[src/rtl/intr_prio_pkg.sv]
package intr_prio_pkg;
  localparam int VEC_W        = 8;
  localparam int CLS_W        = 4;
  localparam int SUB_W        = VEC_W - CLS_W;
  localparam int NUM_VEC      = 1 << VEC_W;
  localparam int SPUR_EN_BIT  = 8;
  localparam int SPUR_DIR_BIT = 12;

  // priority class of a vector: its upper bits
  function automatic logic [CLS_W-1:0] vec_class(input logic [VEC_W-1:0] v);
    return v[VEC_W-1 -: CLS_W];
  endfunction

  // processor priority from task priority and in-service class
  function automatic logic [VEC_W-1:0] proc_prio(input logic [VEC_W-1:0] tpr,
                                                 input logic [CLS_W-1:0] isr_cls);
    if (vec_class(tpr) >= isr_cls) return tpr;
    return {isr_cls, {SUB_W{1'b0}}};
  endfunction

  // does a request beat the processor priority
  function automatic logic beats(input logic [VEC_W-1:0] req,
                                 input logic [VEC_W-1:0] pp);
    return (pp == '0) || (vec_class(req) > vec_class(pp));
  endfunction
endpackage

[src/rtl/intr_vec_scan.sv]
module intr_vec_scan #(
  parameter int NUM_VEC   = 256,
  parameter int SCAN_WORD = 32,
  localparam int IDX_W    = $clog2(NUM_VEC),
  localparam int NWORDS   = NUM_VEC / SCAN_WORD
) (
  input  logic               clk,
  input  logic               rst_n,
  input  logic [NUM_VEC-1:0] bits,
  output logic               found,
  output logic [IDX_W-1:0]   idx
);
  logic [NWORDS-1:0] word_nz;

  genvar w;
  generate
    for (w = 0; w < NWORDS; w++) begin : g_word
      assign word_nz[w] = |bits[w*SCAN_WORD +: SCAN_WORD];
    end
  endgenerate

  // top word wins; inside a word the top bit wins
  always_comb begin
    found = 1'b0;
    idx   = '0;
    for (int wi = 0; wi < NWORDS; wi++) begin
      if (word_nz[wi]) begin
        found = 1'b1;
        for (int b = 0; b < SCAN_WORD; b++) begin
          if (bits[wi*SCAN_WORD + b]) idx = IDX_W'(wi*SCAN_WORD + b);
        end
      end
    end
  end


  scan_hit_chk: assert property (@(posedge clk) disable iff (!rst_n)
    found |-> bits[idx]);

  scan_empty_chk: assert property (@(posedge clk) disable iff (!rst_n)
    !found |-> (bits == '0));
endmodule

[src/rtl/intr_vec_maps.sv]
module intr_vec_maps #(
  parameter int NUM_VEC = 256,
  localparam int IDX_W  = $clog2(NUM_VEC)
) (
  input  logic               clk,
  input  logic               rst_n,
  input  logic               set_en,
  input  logic [IDX_W-1:0]   set_idx,
  input  logic               set_level,
  input  logic               take_en,
  input  logic [IDX_W-1:0]   take_idx,
  input  logic               retire_en,
  input  logic [IDX_W-1:0]   retire_idx,
  output logic [NUM_VEC-1:0] irr_q,
  output logic [NUM_VEC-1:0] isr_q,
  output logic [NUM_VEC-1:0] tmr_q
);
  logic [NUM_VEC-1:0] irr_d, isr_d, tmr_d;

  always_comb begin
    irr_d = irr_q;
    isr_d = isr_q;
    tmr_d = tmr_q;
    if (take_en)   irr_d[take_idx]   = 1'b0;
    if (set_en)    irr_d[set_idx]    = 1'b1;   // set wins over take
    if (retire_en) isr_d[retire_idx] = 1'b0;
    if (take_en)   isr_d[take_idx]   = 1'b1;
    if (set_en)    tmr_d[set_idx]    = set_level;
  end

  always_ff @(posedge clk or negedge rst_n) begin
    if (!rst_n) begin
      irr_q <= '0;
      isr_q <= '0;
      tmr_q <= '0;
    end else begin
      irr_q <= irr_d;
      isr_q <= isr_d;
      tmr_q <= tmr_d;
    end
  end


  take_moves_chk: assert property (@(posedge clk) disable iff (!rst_n)
    (take_en && !(set_en && set_idx == take_idx))
      |=> (!irr_q[$past(take_idx)] && isr_q[$past(take_idx)]));

  set_wins_chk: assert property (@(posedge clk) disable iff (!rst_n)
    set_en |=> irr_q[$past(set_idx)]);

  tmr_follow_chk: assert property (@(posedge clk) disable iff (!rst_n)
    set_en |=> (tmr_q[$past(set_idx)] == $past(set_level)));

  retire_clears_chk: assert property (@(posedge clk) disable iff (!rst_n)
    (retire_en && !(take_en && take_idx == retire_idx)) |=> !isr_q[$past(retire_idx)]);
endmodule

[src/rtl/intr_prio_calc.sv]
module intr_prio_calc
  import intr_prio_pkg::*;
(
  input  logic             clk,
  input  logic             rst_n,
  input  logic             enable,
  input  logic             irr_found,
  input  logic [VEC_W-1:0] irr_top,
  input  logic             isr_found,
  input  logic [VEC_W-1:0] isr_top,
  input  logic [VEC_W-1:0] tpr,
  output logic [VEC_W-1:0] ppr,
  output logic             pending,
  output logic             blocked
);
  logic [CLS_W-1:0] isr_cls;
  logic             wins;

  assign isr_cls = isr_found ? vec_class(isr_top) : '0;
  assign ppr     = proc_prio(tpr, isr_cls);
  assign wins    = irr_found && beats(irr_top, ppr);
  assign pending = enable && wins;
  assign blocked = enable && irr_found && !wins;


  ppr_floor_chk: assert property (@(posedge clk) disable iff (!rst_n)
    (vec_class(ppr) >= isr_cls) && (vec_class(ppr) >= vec_class(tpr)));

  strict_class_chk: assert property (@(posedge clk) disable iff (!rst_n)
    (pending && ppr != '0) |-> (vec_class(irr_top) > vec_class(ppr)));

  pend_needs_en_chk: assert property (@(posedge clk) disable iff (!rst_n)
    !enable |-> (!pending && !blocked));

  pend_block_excl_chk: assert property (@(posedge clk) disable iff (!rst_n)
    !(pending && blocked));
endmodule

[src/rtl/intr_prio_core.sv]
module intr_prio_core
  import intr_prio_pkg::*;
#(
  parameter int SCAN_WORD = 32,
  parameter int REG_W     = 32
) (
  input  logic             clk,
  input  logic             rst_n,
  input  logic             set_req,
  input  logic [VEC_W-1:0] set_vec,
  input  logic             set_level,
  input  logic             ack_req,
  input  logic             eoi_req,
  input  logic             tpr_nib_we,
  input  logic [CLS_W-1:0] tpr_nib,
  input  logic             tpr_byte_we,
  input  logic [VEC_W-1:0] tpr_byte,
  input  logic             spur_we,
  input  logic [REG_W-1:0] spur_wdata,
  output logic             irq_pending,
  output logic [VEC_W-1:0] ppr,
  output logic             ack_valid,
  output logic             ack_spur,
  output logic [VEC_W-1:0] ack_vec,
  output logic             eoi_bcast,
  output logic [VEC_W-1:0] eoi_bcast_vec
);
  // configuration registers
  logic [VEC_W-1:0] tpr_q;
  logic [VEC_W-1:0] spur_vec_q;
  logic             spur_en_q;
  logic             spur_dir_q;

  // maps and search results
  logic [NUM_VEC-1:0] irr, isr, tmr;
  logic               irr_found, isr_found;
  logic [VEC_W-1:0]   irr_top, isr_top;
  logic               pend, blocked;

  // named internal events
  logic ack_take, ack_block, eoi_do, bcast_hit;

  assign ack_take  = ack_req && pend;
  assign ack_block = ack_req && blocked;
  assign eoi_do    = eoi_req && isr_found;
  assign bcast_hit = eoi_do && tmr[isr_top] && !spur_dir_q;

  wire unused_spur_bits = ^{spur_wdata[REG_W-1:SPUR_DIR_BIT+1],
                            spur_wdata[SPUR_DIR_BIT-1:SPUR_EN_BIT+1]};

  always_ff @(posedge clk or negedge rst_n) begin
    if (!rst_n) begin
      tpr_q      <= '0;
      spur_vec_q <= '1;
      spur_en_q  <= 1'b0;
      spur_dir_q <= 1'b0;
    end else begin
      if (tpr_byte_we)     tpr_q <= tpr_byte;
      else if (tpr_nib_we) tpr_q <= {tpr_nib, {SUB_W{1'b0}}};
      if (spur_we) begin
        spur_vec_q <= spur_wdata[VEC_W-1:0];
        spur_en_q  <= spur_wdata[SPUR_EN_BIT];
        spur_dir_q <= spur_wdata[SPUR_DIR_BIT];
      end
    end
  end

  intr_vec_maps #(.NUM_VEC(NUM_VEC)) u_maps (
    .clk        (clk),
    .rst_n      (rst_n),
    .set_en     (set_req),
    .set_idx    (set_vec),
    .set_level  (set_level),
    .take_en    (ack_take),
    .take_idx   (irr_top),
    .retire_en  (eoi_do),
    .retire_idx (isr_top),
    .irr_q      (irr),
    .isr_q      (isr),
    .tmr_q      (tmr)
  );

  intr_vec_scan #(.NUM_VEC(NUM_VEC), .SCAN_WORD(SCAN_WORD)) u_irr_scan (
    .clk   (clk),
    .rst_n (rst_n),
    .bits  (irr),
    .found (irr_found),
    .idx   (irr_top)
  );

  intr_vec_scan #(.NUM_VEC(NUM_VEC), .SCAN_WORD(SCAN_WORD)) u_isr_scan (
    .clk   (clk),
    .rst_n (rst_n),
    .bits  (isr),
    .found (isr_found),
    .idx   (isr_top)
  );

  intr_prio_calc u_calc (
    .clk       (clk),
    .rst_n     (rst_n),
    .enable    (spur_en_q),
    .irr_found (irr_found),
    .irr_top   (irr_top),
    .isr_found (isr_found),
    .isr_top   (isr_top),
    .tpr       (tpr_q),
    .ppr       (ppr),
    .pending   (pend),
    .blocked   (blocked)
  );

  assign irq_pending = pend;

  // registered acknowledge and broadcast results
  always_ff @(posedge clk or negedge rst_n) begin
    if (!rst_n) begin
      ack_valid     <= 1'b0;
      ack_spur      <= 1'b0;
      ack_vec       <= '0;
      eoi_bcast     <= 1'b0;
      eoi_bcast_vec <= '0;
    end else begin
      ack_valid <= ack_take || ack_block;
      ack_spur  <= ack_block;
      if (ack_take)       ack_vec <= irr_top;
      else if (ack_block) ack_vec <= spur_vec_q;
      eoi_bcast <= bcast_hit;
      if (bcast_hit) eoi_bcast_vec <= isr_top;
    end
  end


  spur_ack_chk: assert property (@(posedge clk) disable iff (!rst_n)
    ack_block |=> (ack_valid && ack_spur && ack_vec == $past(spur_vec_q)));

  ack_disabled_chk: assert property (@(posedge clk) disable iff (!rst_n)
    (ack_req && !spur_en_q) |=> !ack_valid);

  eoi_empty_quiet_chk: assert property (@(posedge clk) disable iff (!rst_n)
    (eoi_req && !isr_found) |=> !eoi_bcast);

  bcast_cause_chk: assert property (@(posedge clk) disable iff (!rst_n)
    eoi_bcast |-> ($past(eoi_req) && !$past(spur_dir_q)));
endmodule

[config.mk]
export PLATFORM = sky130hd
export DESIGN_NAME = intr_prio_core
export DESIGN_NICKNAME = d
export VERILOG_FILES = /design/src/rtl/intr_prio_pkg.sv /design/src/rtl/intr_vec_scan.sv /design/src/rtl/intr_vec_maps.sv /design/src/rtl/intr_prio_calc.sv /design/src/rtl/intr_prio_core.sv
export SDC_FILE = /design/constraint.sdc
export NUM_CORES = 2
export LEC_CHECK = 0
export CAP_MARGIN = 40
export CORE_MARGIN = 8
export CORE_UTILIZATION = 50
export CTS_BUF_LIST = sky130_fd_sc_hd__clkbuf_16
export CTS_CLUSTER_DIAMETER = 200
export DETAILED_ROUTE_END_ITERATION = 10
export GPL_TIMING_DRIVEN = 1
export PLACE_DENSITY = 0.73
export SYNTH_ARGS = -nofsm -noshare
export SYNTH_HDL_FRONTEND = slang
export SYNTH_SLANG_ARGS = --single-unit
[constraint.sdc]
create_clock -name clk -period 13.89 [get_ports clk]
set_clock_uncertainty 0.1 [all_clocks]
set_input_delay 1.389 -clock clk [delete_from_list [all_inputs] [get_ports clk]]
set_output_delay 1.389 -clock clk [all_outputs]
set_load 0.02 [all_outputs]
# Yosys cells after proc, flatten, opt, wreduce, memory -nomap -nowiden
# Index checks and enable logic that the tools add are counted.
[word_totals]
mem_count = 0
rom_bits = 0
register_bits = 805
ram_bits = 0
latchBits = 0
elab_cells = 624
output_inout_bits = 28
[classes]
div = 0
addsub = 0
shift = 0
order_cmp = 8
multipliers = 0
n_eq_ne = 0
bitwise = 6
mux = 563
n_reduce_logical = 35
[op_table]
columns = ["op", "count"]
rows = [
  ["8-bit 2-to-1 mux", 470],
  ["256-bit 2-to-1 mux", 4],
  ["256-bit AND", 2],
  ["256-bit inverter", 2],
  ["256-bit OR", 2],
  ["32-bit OR reduction", 16],
  ["256-bit bitwise mux", 1],
  ["5-bit 2-to-1 mux", 32],
  ["4-bit 2-to-1 mux", 17],
  ["8-bit by 9-bit less-than comparator with 1-bit output (second input constant)", 3],
  ["1-bit demux with 8-bit select", 3],
  ["8-bit by 1-bit >= comparator with 1-bit output (second input constant)", 3],
  ["3-bit 2-to-1 mux", 8],
  ["1-bit 2-to-1 mux", 23],
  ["1-bit logical AND", 12],
  ["1-bit binary-select mux with 8-bit select", 1],
  ["8-bit logical NOT", 1],
  ["2-bit 2-to-1 mux", 4],
  ["4-bit >= comparator", 1],
  ["4-bit greater-than comparator", 1],
  ["2-bit nonzero test", 2],
  ["1-bit logical NOT", 2],
  ["1-bit logical OR", 2],
]

# Longest topological paths before layout
[depth]
word_depth = 275
depth_mapped = 30
depth_no_buf = 29

# Hierarchy
# Synthesis repeated with hierarchy kept, for this count alone.
[hier_totals]
hier_cells = 4399
hier_area_um2 = 44107.3
[modules_own_cells]
columns = ["mod", "instances", "seq_area_each_um2", "cells_each", "area_per_inst_um2"]
rows = [
  ["intr_vec_maps", 1, 19218.4, 2803, 33158.1],
  ["intr_vec_scan", 2, 0.0, 619, 3388.2],
  ["intr_prio_core", 1, 935.9, 306, 3786.1],
  ["intr_prio_calc", 1, 0.0, 52, 386.6],
]

# Least setup slack after synthesis
# OpenSTA, ideal clock, no wires.
[synth_path]
kind = "reg2out"
start = "reg u_maps.isr_q[29]"
end = "out irq_pending"
slack_ps = 6752
required_ps = 12401
arrival_time_ps = 5649
stages_incl_launch_ff = 27
cell_sequence = "dfrtp_1 > nor4_1 > nand4_1 > a311oi_1 > o2111ai_1 > a2111oi_2 > o41a_1 > nor2_1 > nor2_2 > inv_2 > ha_1 > nand2b_1 > a21o_1 > a21o_1 > a21oi_1 > nor2_1 > a21oi_1 > inv_1 > ha_1 > nor2b_1 > o21ai_0 > nand2b_1 > a21oi_1 > a41o_1 > o31ai_4 > clkbuf_1 > and2_1"
[synth_via]
elab_chain_len = 243
word_cells_on_any_way = 253
cone_classes = "2 x order compare; 246 x mux; 5 x reduce/logical"
[synth_rtl]
columns = ["item", "line", "text"]
rows = [
  ["from (decl)", "intr_vec_maps.sv:15", "output logic [NUM_VEC-1:0] isr_q,"],
  ["from (signal assigned)", "intr_vec_maps.sv:38", "isr_q <= isr_d;"],
  ["5-bit 2-to-1 mux (3 in series)", "intr_vec_scan.sv:30", "if (bits[wi*SCAN_WORD + b]) idx = IDX_W'(wi*SCAN_WORD + b);"],
  ["8-bit 2-to-1 mux", "intr_vec_scan.sv:27", "if (word_nz[wi]) begin"],
  ["8-bit 2-to-1 mux (32 in series)", "intr_vec_scan.sv:30", ""],
  ["8-bit 2-to-1 mux", "intr_vec_scan.sv:27", ""],
  ["8-bit 2-to-1 mux (32 in series)", "intr_vec_scan.sv:30", ""],
  ["8-bit 2-to-1 mux", "intr_vec_scan.sv:27", ""],
  ["8-bit 2-to-1 mux (32 in series)", "intr_vec_scan.sv:30", ""],
  ["8-bit 2-to-1 mux", "intr_vec_scan.sv:27", ""],
  ["[... 133 more ...]", "-", ""],
  ["4-bit >= comparator", "intr_prio_pkg.sv:17", "if (vec_class(tpr) >= isr_cls) return tpr;"],
  ["1-bit 2-to-1 mux", "intr_prio_pkg.sv:17", ""],
  ["8-bit 2-to-1 mux (*)", "intr_prio_pkg.sv:18", "return {isr_cls, {SUB_W{1'b0}}};"],
  ["via ppr[5]", "intr_prio_core.sv:21", "output logic [VEC_W-1:0] ppr,"],
  ["4-bit greater-than comparator / 8-bit logical NOT (equally long branches)", "intr_prio_pkg.sv:24", "return (pp == '0) || (vec_class(req) > vec_class(pp));"],
  ["1-bit logical OR (*)", "intr_prio_pkg.sv:24", ""],
  ["1-bit logical AND (*)", "intr_prio_calc.sv:21", "assign wins = irr_found && beats(irr_top, ppr);"],
  ["1-bit logical AND (*)", "intr_prio_calc.sv:22", "assign pending = enable && wins;"],
  ["to (decl)", "intr_prio_core.sv:20", "output logic irq_pending,"],
]
# The timed path passes the listed nets; every way through them passes the cells marked *.

# Worst setup path in the final report
[layout_path]
start = "reg u_maps.isr_q[29]"
end = "out irq_pending"
[layout_via]
elab_chain_len = 243
word_cells_on_any_way = 253
cone_classes = "2 x order compare; 246 x mux; 5 x reduce/logical"
[layout_rtl]
columns = ["item", "line", "text"]
rows = [
  ["5-bit 2-to-1 mux (3 in series)", "intr_vec_scan.sv:30", ""],
  ["8-bit 2-to-1 mux", "intr_vec_scan.sv:27", ""],
  ["8-bit 2-to-1 mux (32 in series)", "intr_vec_scan.sv:30", ""],
  ["8-bit 2-to-1 mux", "intr_vec_scan.sv:27", ""],
  ["8-bit 2-to-1 mux (32 in series)", "intr_vec_scan.sv:30", ""],
  ["8-bit 2-to-1 mux", "intr_vec_scan.sv:27", ""],
  ["8-bit 2-to-1 mux (32 in series)", "intr_vec_scan.sv:30", ""],
  ["8-bit 2-to-1 mux", "intr_vec_scan.sv:27", ""],
  ["[... 132 more ...]", "-", ""],
  ["4-bit 2-to-1 mux (*)", "intr_prio_calc.sv:19", "assign isr_cls = isr_found ? vec_class(isr_top) : '0;"],
  ["4-bit >= comparator", "intr_prio_pkg.sv:17", ""],
  ["1-bit 2-to-1 mux", "intr_prio_pkg.sv:17", ""],
  ["8-bit 2-to-1 mux (*)", "intr_prio_pkg.sv:18", ""],
  ["4-bit greater-than comparator / 8-bit logical NOT (equally long branches)", "intr_prio_pkg.sv:24", ""],
  ["1-bit logical OR (*)", "intr_prio_pkg.sv:24", ""],
  ["1-bit logical AND (*)", "intr_prio_calc.sv:21", ""],
  ["1-bit logical AND (*)", "intr_prio_calc.sv:22", ""],
]
# Every way passes the cells marked *; elsewhere a longest branch is shown, timed or not.

==> results.cfg <==
[status]
status = complete, no violations

[sta]
period_share_pct = 67.10
hold_viol = 0
setup-tns-final_ps = 0
fin_crit_ps = 9321
setup_viol_count_final = 0
holdWs_ps = 376.1
slew_headroom_pct = 27.67
drv_slew = 0
max_freq_mhz = 107.3
tightest_slew_ps = 1085
rsz0062_at_grt = false

[detailed_routing]
vias = 38660
drc = 0
drt_iter0_drc = 5129
ant_nets = 0
wl_um = 158900
firstDrtPassIters = 6
routedWlPerCell_um = 27.88
vias_per_cell = 6.786

[setup_path]
rrSetupSlack_ps = 5010
timing.rr.end = u_maps.irr_q[176]$_DFF_PN0_
critPathCapture = irq_pending
startpoint_type = flip-flop
startpoint = u_maps.isr_q[29]$_DFF_PN0_
endpoint_kind = output port
r2r-start = u_maps.isr_q[29]$_DFF_PN0_
reg2reg_depth = 29
cp.arrival_ps = 7830
cp_max_fo = 19
required_ps = 12400
path_class = flip-flop to output port

[synthesis]
yosys_warnings = 0
synthesis.area_um2 = 41470
ys_top_cells_by_area = dfrtp_1 48%, o21ai_0 7.8%, mux2_2 6.3%, nand2_1 5.2%, nor2_1 4.1%
synth_common_cells = 797 x dfrtp_1, 650 x o21ai_0, 572 x nand2_1, 448 x nor2_1, 233 x mux2_2
synth.top_cell.area_share_pct = 48.09
synthCells = 4523
ys.flop_type = dfrtp_1
yosysMostFrequentCell = dfrtp_1
ys_seq_area_share_pct = 48.60
syn_nets = 4592
synth_edf_count = 0
async_flop_share_pct = 100.0
avgSynthCellArea_um2 = 9.169
synth_cell_types = 89
yosysTopAreaCell = dfrtp_1
synth-seq-cells = 805

[die]
rows = 105
die_y_um = 304.0
core_um2 = 82110
ios = 89
start_util_pct = 50.51
die_area_um2 = 92410
die_w_um = 304.0

[layout]
postLayoutCoreUtil_pct = 56.62
final_area_um2 = 46490
final_nets = 4626
multiInputGateArea_um2 = 20170
layout-area-overhead-vs-synth_pct = 12.10
area.sequential_um2 = 20150
layout-drive-gt1-share_pct = 11.27
fillCellCount = 7119

[cts]
postCtsSetupRepairBufs = 0
ctsHoldBuffers = 0
cts_sinks = 805
cts_buffers = 87
cts_buffer_depth = 3
insertion_delay_ps = 650
clkTransAtPathRegs_ps = 60
cts.htree.levels = 3
cts_root_buf = clkbuf_16
cts_tree = built
cts_resized = 0

[global_route]
grt_overflow = 0
antenna_found_initial = 4
gr-usage-all-layers_pct = 32.90
grt_pass1_vias = 36310
grt_max_degree = 171
grt_first_pass_wirelength_um = 233900

[placed_design]
dpl-instance-area_um2 = 43640
gp_congestion = 1.001
io_buffers = 66
dp_hpwl_um = 109700

[min_path]
hold_class = flip-flop to flip-flop
hold_path_depth = 2

[job]
drv_cap = 0
cells in the final DEF, fill, tap and decap left out, drive strengths merged, types with 11 or more instances in the layout:
cell / netlist / routed
o21a: 12 / 12
o21bai: 19 / 19
nor2b: 38 / 38
o21ai: 671 / 671
nand3: 168 / 168
mux2i: 123 / 123
a22oi: 23 / 23
a211oi: 30 / 30
o211ai: 22 / 22
a221oi: 22 / 22
or4: 36 / 36
nor4: 152 / 152
dfrtp: 797 / 797
mux2: 234 / 234
nor2: 449 / 449
a21o: 111 / 111
a22o: 32 / 32
and3: 14 / 14
clkbuf: 183 / 92
a31oi: 22 / 22
inv: 109 / 124
a21oi: 113 / 113
nor3: 135 / 135
or2: 16 / 16
and2: 24 / 24
clkinv: 0 / 38
nand2: 572 / 572
o31a: 11 / 11
o31ai: 90 / 90
nand2b: 64 / 64
buf: 34 / 98
nand4: 25 / 25
o22ai: 11 / 11
clkdlybuf4s50: 0 / 64
cells by family (layout without fill, tap and decap cells):
| family | after synthesis | after routing | synth area share (%) |
|---|---|---|---|
| and+or+nand+nor | 1733 | 1733 | 19.50 |
| adders and majority gates | 8 | 8 | 0.2414 |
| buffers and inverters | 326 | 427 | 3.038 |
| AOI/OAI and AO/OA | 1294 | 1294 | 19.30 |
| muxes | 357 | 357 | 9.323 |
| other | 0 | 3 | 0 |
| DFF | 805 | 805 | 48.60 |
metal layers:
| layer | wire, um | share of wire, % | GRT usage, % |
|---|---|---|---|
| met2 | 64870 | 41 | 46.56 |
| met1 | 62830 | 40 | 44.62 |
| met4 | 9788 | 6.2 | 17.38 |
| met5 | 20 | 0.013 | 0 |
| met3 | 21340 | 13 | 10.70 |
cell type report:
cell class / instances / share of cell area (%)
diodes: 3 / 0.01615
repair buffers: 162 / 3.399
clock inverters: 64 / 1.130
clock buffers: 92 / 4.952
multi-input cells: 3392 / 43.39
inverters: 109 / 0.8801
flip-flops and latches: 805 / 43.35
well taps: 1070 / 2.880
flip-flops by register name, summed over array words and instances (netlist names):
register       flops
ack_spur           1
ack_valid          1
ack_vec            8
eoi_bcast          1
eoi_bcast_vec      8
spur_dir_q         1
spur_en_q          1
spur_vec_q         8
tpr_q              8
u_maps.irr_q     256
u_maps.isr_q     256
u_maps.tmr_q     256
worst min-delay path by stage:
stage,to,start
2_1_floorplan,u_maps.irr_q[1]$_DFF_PN0_,u_maps.irr_q[1]$_DFF_PN0_
3_3_place_gp,ack_vec[6]$_DFFE_PN0P_,ack_vec[6]$_DFFE_PN0P_
3_5_place_dp,ack_vec[2]$_DFFE_PN0P_,ack_vec[2]$_DFFE_PN0P_
4_1_cts,ack_vec[2]$_DFFE_PN0P_,ack_vec[2]$_DFFE_PN0P_
5_1_grt,u_maps.tmr_q[42]$_DFFE_PN0P_,u_maps.tmr_q[42]$_DFFE_PN0P_
6_report,ack_vec[6]$_DFFE_PN0P_,ack_vec[6]$_DFFE_PN0P_
critical path, stage by stage (launching register included):
cell and delay, ps:
dfrtp_1 450, nor4_1 480, nand4_1 260, a311oi_1 430, o2111ai_1 240, a2111oi_2 530, o41a_1 500, nor2_1 180
nor2_2 150, inv_2 120, ha_1 280, nand2b_1 140, a21o_1 180, a21o_1 170, a21oi_1 640, nor2_1 80
a21oi_1 340, inv_1 100, ha_1 300, nor2b_1 120, o21ai_0 70, nand2b_1 70, a21oi_1 70, a41o_1 230
o31ai_4 220, and2_1 240, clkdlybuf4s50_1 600
stage by stage:
step | std cells | setup slack [ps]
4_1_cts | 5692 | 4669
5_1_grt | 5694 | 4050
3_3_place_gp | 5511 | 5279
6_report | 5697 | 4569
3_5_place_dp | 5536 | 5388
2_1_floorplan | 4523 | 6752
Power is left out: the tool's default activity adds up to more than one toggle a clock period on the data nets, which glitch-free logic cannot reach.
